[config.mk]
export PLATFORM = sky130hd
export DESIGN_NAME = uplink_framer
export DESIGN_NICKNAME = d
export VERILOG_FILES = /design/src/rtl/uplink_pkg.sv /design/src/rtl/uplink_halfbit_timer.sv /design/src/rtl/uplink_bit_shifter.sv /design/src/rtl/uplink_line_coder.sv /design/src/rtl/uplink_framer.sv
export SDC_FILE = /design/constraint.sdc
export NUM_CORES = 1
export LEC_CHECK = 0
export ABC_AREA = 0
export BUFFER_PORTS_ARGS = -buffer_cell sky130_fd_sc_hd__buf_2
export CELL_PAD_IN_SITES_DETAIL_PLACEMENT = 0
export CELL_PAD_IN_SITES_GLOBAL_PLACEMENT = 2
export CORE_ASPECT_RATIO = 1.5
export CORE_MARGIN = 2
export CORE_UTILIZATION = 34
export DETAILED_ROUTE_END_ITERATION = 8
export GPL_TIMING_DRIVEN = 0
export MAX_ROUTING_LAYER = met4
export PLACE_DENSITY = 0.82
export SETUP_SLACK_MARGIN = 0.3
export SYNTH_ARGS = -nofsm -noshare
export SYNTH_HDL_FRONTEND = slang
export SYNTH_SLANG_ARGS = --single-unit
[constraint.sdc]
create_clock -name clk -period 2 [get_ports clk]
set_input_delay 0.3 -clock clk [delete_from_list [all_inputs] [get_ports clk]]
set_output_delay 0.3 -clock clk [all_outputs]
set_load 0.02 [all_outputs]
[src/rtl/uplink_pkg.sv]
package uplink_pkg;

  typedef enum logic [2:0] {
    PH_IDLE = 3'd0,
    PH_PRE  = 3'd1,
    PH_CV   = 3'd2,
    PH_GAP  = 3'd3,
    PH_DATA = 3'd4
  } phase_t;

  typedef enum logic [1:0] {
    LC_MANCH   = 2'd0,
    LC_BIPHASE = 2'd1,
    LC_NRZ     = 2'd2,
    LC_NRZ_ALT = 2'd3
  } linecode_t;

  // Level of one data half-bit; prev is the level of the half-bit before it.
  function automatic logic data_half_level(linecode_t lc, logic bitv,
                                           logic second, logic prev);
    logic lvl;
    case (lc)
      LC_MANCH:   lvl = second ? bitv : ~bitv;
      LC_BIPHASE: lvl = second ? (prev ^ ~bitv) : ~prev;
      default:    lvl = ~bitv;
    endcase
    return lvl;
  endfunction

  // Level of one start-of-frame half-bit, hidx counted within its phase.
  function automatic logic sof_half_level(phase_t ph, logic [1:0] hidx);
    logic lvl;
    case (ph)
      PH_PRE:  lvl = ~hidx[0];
      PH_CV:   lvl = ~hidx[1];
      default: lvl = 1'b0;
    endcase
    return lvl;
  endfunction

  // Index of the final preamble half-bit: 2*max(len,1) - 1.
  function automatic int unsigned pre_last_half(int unsigned len);
    int unsigned eff;
    eff = (len == 0) ? 1 : len;
    return 2 * eff - 1;
  endfunction

endpackage

[src/rtl/uplink_halfbit_timer.sv]
module uplink_halfbit_timer #(
  parameter int RATE_W = 5
) (
  input  logic              clk,
  input  logic              rst_n,
  input  logic              clear,
  input  logic              run,
  input  logic [RATE_W-1:0] limit,
  output logic              tick
);
  logic [RATE_W-1:0] cnt;

  assign tick = run && (cnt == limit);

  always_ff @(posedge clk or negedge rst_n) begin
    if (!rst_n) begin
      cnt <= '0;
    end else if (clear) begin
      cnt <= '0;
    end else if (run) begin
      if (cnt == limit) cnt <= '0;
      else              cnt <= cnt + 1'b1;
    end
  end
endmodule

[src/rtl/uplink_bit_shifter.sv]
module uplink_bit_shifter #(
  parameter int DATA_W = 32,
  parameter int CNT_W  = 6
) (
  input  logic              clk,
  input  logic              rst_n,
  input  logic              load,
  input  logic [DATA_W-1:0] data,
  input  logic [CNT_W-1:0]  count,
  input  logic              advance,
  output logic              cur_bit,
  output logic [CNT_W-1:0]  bits_left
);
  localparam logic [CNT_W-1:0] MAXC = CNT_W'(DATA_W);

  logic [DATA_W-1:0] sh;
  logic [CNT_W-1:0]  n_cl;

  assign n_cl    = (count > MAXC) ? MAXC : count;
  assign cur_bit = sh[DATA_W-1];

  always_ff @(posedge clk or negedge rst_n) begin
    if (!rst_n) begin
      sh        <= '0;
      bits_left <= '0;
    end else if (load) begin
      sh        <= data << (MAXC - n_cl);
      bits_left <= n_cl;
    end else if (advance) begin
      sh        <= {sh[DATA_W-2:0], 1'b0};
      bits_left <= bits_left - 1'b1;
    end
  end
endmodule

[src/rtl/uplink_line_coder.sv]
module uplink_line_coder
  import uplink_pkg::*;
(
  input  logic       clk,
  input  logic       rst_n,
  input  logic       clear,
  input  logic       tick,
  input  phase_t     phase,
  input  logic [1:0] hidx,
  input  logic       cur_bit,
  input  linecode_t  lc,
  output logic       level
);
  logic prev_lvl;

  always_comb begin
    if (phase == PH_DATA) level = data_half_level(lc, cur_bit, hidx[0], prev_lvl);
    else                  level = sof_half_level(phase, hidx);
  end

  always_ff @(posedge clk or negedge rst_n) begin
    if (!rst_n)     prev_lvl <= 1'b0;
    else if (clear) prev_lvl <= 1'b0;
    else if (tick)  prev_lvl <= level;
  end
endmodule

[src/rtl/uplink_framer.sv]
module uplink_framer
  import uplink_pkg::*;
#(
  parameter int DATA_W = 32,
  parameter int RATE_W = 5,
  parameter int PRE_W  = 4,
  localparam int CNT_W = $clog2(DATA_W + 1)
) (
  input  logic              clk,
  input  logic              rst_n,
  input  logic              start,
  input  logic [DATA_W-1:0] data_word,
  input  logic [CNT_W-1:0]  bit_count,
  input  logic [1:0]        coding,
  input  logic [RATE_W-1:0] rate_n,
  input  logic [PRE_W-1:0]  preamble_len,
  output logic              busy,
  output logic              done,
  output logic              mod_on
);
  localparam int HC_W = (PRE_W + 1 < 2) ? 2 : PRE_W + 1;

  phase_t            phase;
  logic [HC_W-1:0]   hcnt;
  logic [HC_W-1:0]   pre_last_q;
  logic [RATE_W-1:0] rate_q;
  linecode_t         lc_q;
  logic              load;
  logic              half_tick;
  logic              bit_advance;
  logic              cur_bit;
  logic [CNT_W-1:0]  bits_left;
  logic              frame_end;

  assign load        = start && (phase == PH_IDLE);
  assign busy        = (phase != PH_IDLE);
  assign bit_advance = half_tick && (phase == PH_DATA) && hcnt[0];
  assign frame_end   = half_tick &&
                       (((phase == PH_GAP) && (bits_left == '0)) ||
                        ((phase == PH_DATA) && hcnt[0] && (bits_left == CNT_W'(1))));

  uplink_halfbit_timer #(.RATE_W(RATE_W)) u_timer (
    .clk   (clk),
    .rst_n (rst_n),
    .clear (load),
    .run   (busy),
    .limit (rate_q),
    .tick  (half_tick)
  );

  uplink_bit_shifter #(.DATA_W(DATA_W), .CNT_W(CNT_W)) u_shift (
    .clk       (clk),
    .rst_n     (rst_n),
    .load      (load),
    .data      (data_word),
    .count     (bit_count),
    .advance   (bit_advance),
    .cur_bit   (cur_bit),
    .bits_left (bits_left)
  );

  uplink_line_coder u_coder (
    .clk     (clk),
    .rst_n   (rst_n),
    .clear   (load),
    .tick    (half_tick),
    .phase   (phase),
    .hidx    (hcnt[1:0]),
    .cur_bit (cur_bit),
    .lc      (lc_q),
    .level   (mod_on)
  );

  always_ff @(posedge clk or negedge rst_n) begin
    if (!rst_n) begin
      phase      <= PH_IDLE;
      hcnt       <= '0;
      pre_last_q <= '0;
      rate_q     <= '0;
      lc_q       <= LC_MANCH;
      done       <= 1'b0;
    end else if (load) begin
      phase      <= PH_PRE;
      hcnt       <= '0;
      pre_last_q <= HC_W'(pre_last_half(int'(preamble_len)));
      rate_q     <= rate_n;
      lc_q       <= linecode_t'(coding);
      done       <= 1'b0;
    end else begin
      done <= frame_end;
      if (half_tick) begin
        case (phase)
          PH_PRE: begin
            if (hcnt == pre_last_q) begin
              phase <= PH_CV;
              hcnt  <= '0;
            end else begin
              hcnt <= hcnt + 1'b1;
            end
          end
          PH_CV: begin
            if (hcnt[1:0] == 2'd3) begin
              phase <= PH_GAP;
              hcnt  <= '0;
            end else begin
              hcnt <= hcnt + 1'b1;
            end
          end
          PH_GAP: begin
            phase <= frame_end ? PH_IDLE : PH_DATA;
            hcnt  <= '0;
          end
          PH_DATA: begin
            if (frame_end) phase <= PH_IDLE;
            hcnt <= {{(HC_W-1){1'b0}}, ~hcnt[0]};
          end
          default: phase <= PH_IDLE;
        endcase
      end
    end
  end
endmodule

==> impl_metrics.toml <==
[worst_setup_path]
critPathKind = "input pin to flip-flop"
end_kind = "flip-flop"
reg2reg_from = "phase[0]"
r2r-end = "u_shift.sh[26]"
timing.reg2reg.setup_slack_ps = -150
start_kind = "input pin"
cp.arrival_ps = 2880
r2r_cells = 7
critPathMaxFanout = 6
required_ps = 2260

[clock_tree]
cts_hold_buf = 0
clockBufferDepth = 2
htreeDepth = 3
path_clk_slew_ps = 60
clk_latency_ps = 340
cts-root-buf = "clkbuf_16"
numCtsBuffers = 9
cts_tree = "yes"
clock_sinks = 65

[timing]
finalWorstSetupSlack_ps = -618
hold_viol = 0
final.period_utilization = 1.31
skew_ps = 6.95
max_freq_mhz = 382
slew_headroom = 0.424
period_needed_ps = 2620
rsz0062_at_grt = "yes"
drv_slew = 0
setup_violations = 33
worstMarginPinSlew_ps = 864
setup_tns_ps = -15640
timing.hold.ws_ps = 46.8

[outcome]
violations = "setup timing"
status = "finished with violations"

[power]
internal_power_mw = 5.48
switching_share = 0.412
seq_power_share = 0.255
p_leak_nw = 3.38
finalPower_mw = 9.32
clkPwrFrac = 0.185
powerDensity_nw_per_um2 = 1130
switching_power_mw = 3.84
combPwrFrac = 0.560
vdd_drop_max_v = 0.000921

[finish]
finalNonFillerCells = 985
area_growth_pct = 49.2
post-route-cell-area_um2 = 8250
layout_common_cells = "nand2_1, buf_4, dfrtp_1, buf_2, nor2_1"
n_antenna_cell = 0
final_common_cell = "nand2_1"
fin_nets = 834
drive_gt1_frac = 0.462
post-route-util = 0.514
fillers = 1514

[logic_synthesis]
syn_area_per_cell_um2 = 8.75
async_flop_share = 1.00
seq_area_frac_synth = 0.294
ys_types = 75
synth-edff-count = 0
ys_ff_latch = 65
synth_top_area_cell = "dfrtp_1"
ys_warn_count = 0
synthTopCellsByArea = "dfrtp_1, mux2i_1, mux4_2"
syn_inst = 632
syn-num-nets = 692
synth_top_area_share = 0.294
syn-cell-area_um2 = 5530
synth_ff_type = "dfrtp_1"

[placed_design]
port_buffers = 54
place_hpwl_um = 14900
dp_cells = 892
place_congestion = 0.999
dpl_cell_area_um2 = 6210
dp_slack_ps = -1910

[detailed_routing]
dr.pass1.iters = 5
via_per_inst = 5.80
drt-initial-drc-count = 381
drc = 0
drt-total-wl_um = 20800
num_vias = 5711
ant_nets = 0
wl_per_cell_um = 21.2

[die]
core_um2 = 16000
io_pins = 55
rows = 57
die_y_um = 160
start_util = 0.345
die_area_um2 = 17300
die_w_um = 108

[global_route]
antenna_found_initial = 0
gr-total-overflow = 0
track_usage = 0.250
grt_pass1_vias = 5918
grt_max_degree = 66
grt_pass1_wl_um = 32400

[job]
cap_violations = 0

[worst_hold_path]
worstHoldPathType = "input pin to async pin"
==> worst max-delay path, cell delays in order <==
cell and delay, ps:
buf_12 110, nor2b_4 90, buf_6 120, inv_8 30, buf_12 120, buf_12 130
ha_4 210, buf_12 120, buf_6 110, buf_12 130, buf_12 140, buf_12 120
mux2i_4 200, mux2i_4 250, mux2i_4 160, a22oi_2 280, nand2_1 120, a21oi_1 140
==> layout make-up <==
class | instances | area (µm²) | share of cell area
Sequential cell | 65 | 1630 | 0.198
Inverter | 13 | 60.1 | 0.00728
Tap cell | 206 | 258 | 0.0312
Clock inverter | 7 | 95.1 | 0.0115
Buffer | 45 | 444 | 0.0538
Timing Repair Buffer | 131 | 1060 | 0.128
Clock buffer | 9 | 225 | 0.0273
Multi-Input combinational cell | 509 | 4480 | 0.543
==> how the worst max path moves through the flow <==
stage / startpoint / endpoint / cells after the start
2_1_floorplan: bit_count[0] / u_shift.sh[16] / 12
3_3_place_gp: bit_count[0] / u_shift.sh[15] / 16
3_5_place_dp: bit_count[0] / u_shift.sh[15] / 16
4_1_cts: bit_count[5] / u_shift.sh[16] / 15
5_1_grt: bit_count[5] / u_shift.sh[16] / 15
6_report: bit_count[5] / u_shift.sh[15] / 18
==> cells by family (layout without fill, tap and decap cells) <==
logic type      Yosys count  after routing  share of synthesized area
compound gates          184            184                      0.232
xor+xnor                 17             17                     0.0303
fa+ha+maj                 8              8                     0.0181
buf+inv                  58            205                     0.0550
flops                    65             65                      0.294
mux                      73             73                      0.176
simple gates            227            227                      0.195
==> registers in the layout, summed over array words and instances, names as in the netlist <==
register,count
done,1
lc_q,2
pre_last_q,5
u_shift.sh,32
hcnt,5
u_timer.cnt,5
rate_q,5
phase,3
u_coder.prev_lvl,1
u_shift.bits_left,6
==> synthesized netlist by cell type, types with 3 or more instances <==
library cell,number
o31ai_1,4
nand3_1,24
or3_1,5
dfrtp_1,65
and3_1,7
o22ai_1,6
a31oi_1,9
nand2_1,91
nor2b_1,8
buf_6,6
mux2_2,5
clkbuf_1,20
nor2_1,53
mux4_2,16
o22a_1,6
o2bb2ai_1,3
mux2i_1,49
a32o_1,4
nor3_1,12
buf_2,13
a21oi_1,26
ha_1,8
xor2_1,4
a211oi_1,11
a211o_1,4
o211ai_1,6
o21ai_0,56
buf_4,6
inv_1,12
o21a_1,12
xnor2_1,12
nand4_1,5
and2_1,6
a22o_1,3
==> power by group through the flow <==
stage	logic [mW]	registers (mW)	clock network [mW]
2_1_floorplan	2.70	2.25	0
3_3_place_gp	3.53	2.35	0
3_5_place_dp	3.60	2.37	0
4_1_cts	4.70	2.37	1.74
5_1_grt	5.64	2.45	1.80
6_report	5.22	2.38	1.72
==> metal layers <==
| metal | up-vias | global-route usage | part of all wire |
|---|---|---|---|
| li1 | 2633 | - | - |
| met1 | 2795 | 0.265 | 0.37 |
| met2 | 204 | 0.427 | 0.52 |
| met3 | 79 | 0.0241 | 0.031 |
| met4 | 0 | 0.176 | 0.074 |
| met5 | - | - | 0 |
==> what timing repair did <==
item                       4_1_cts  5_1_grt
pin swaps                       60       49
setup endpoints to repair       60       57
setup buffers                   52       23
cloned                           2        0
resized for setup              179       85
No activity file was read; power rests on OpenSTA's default activity.
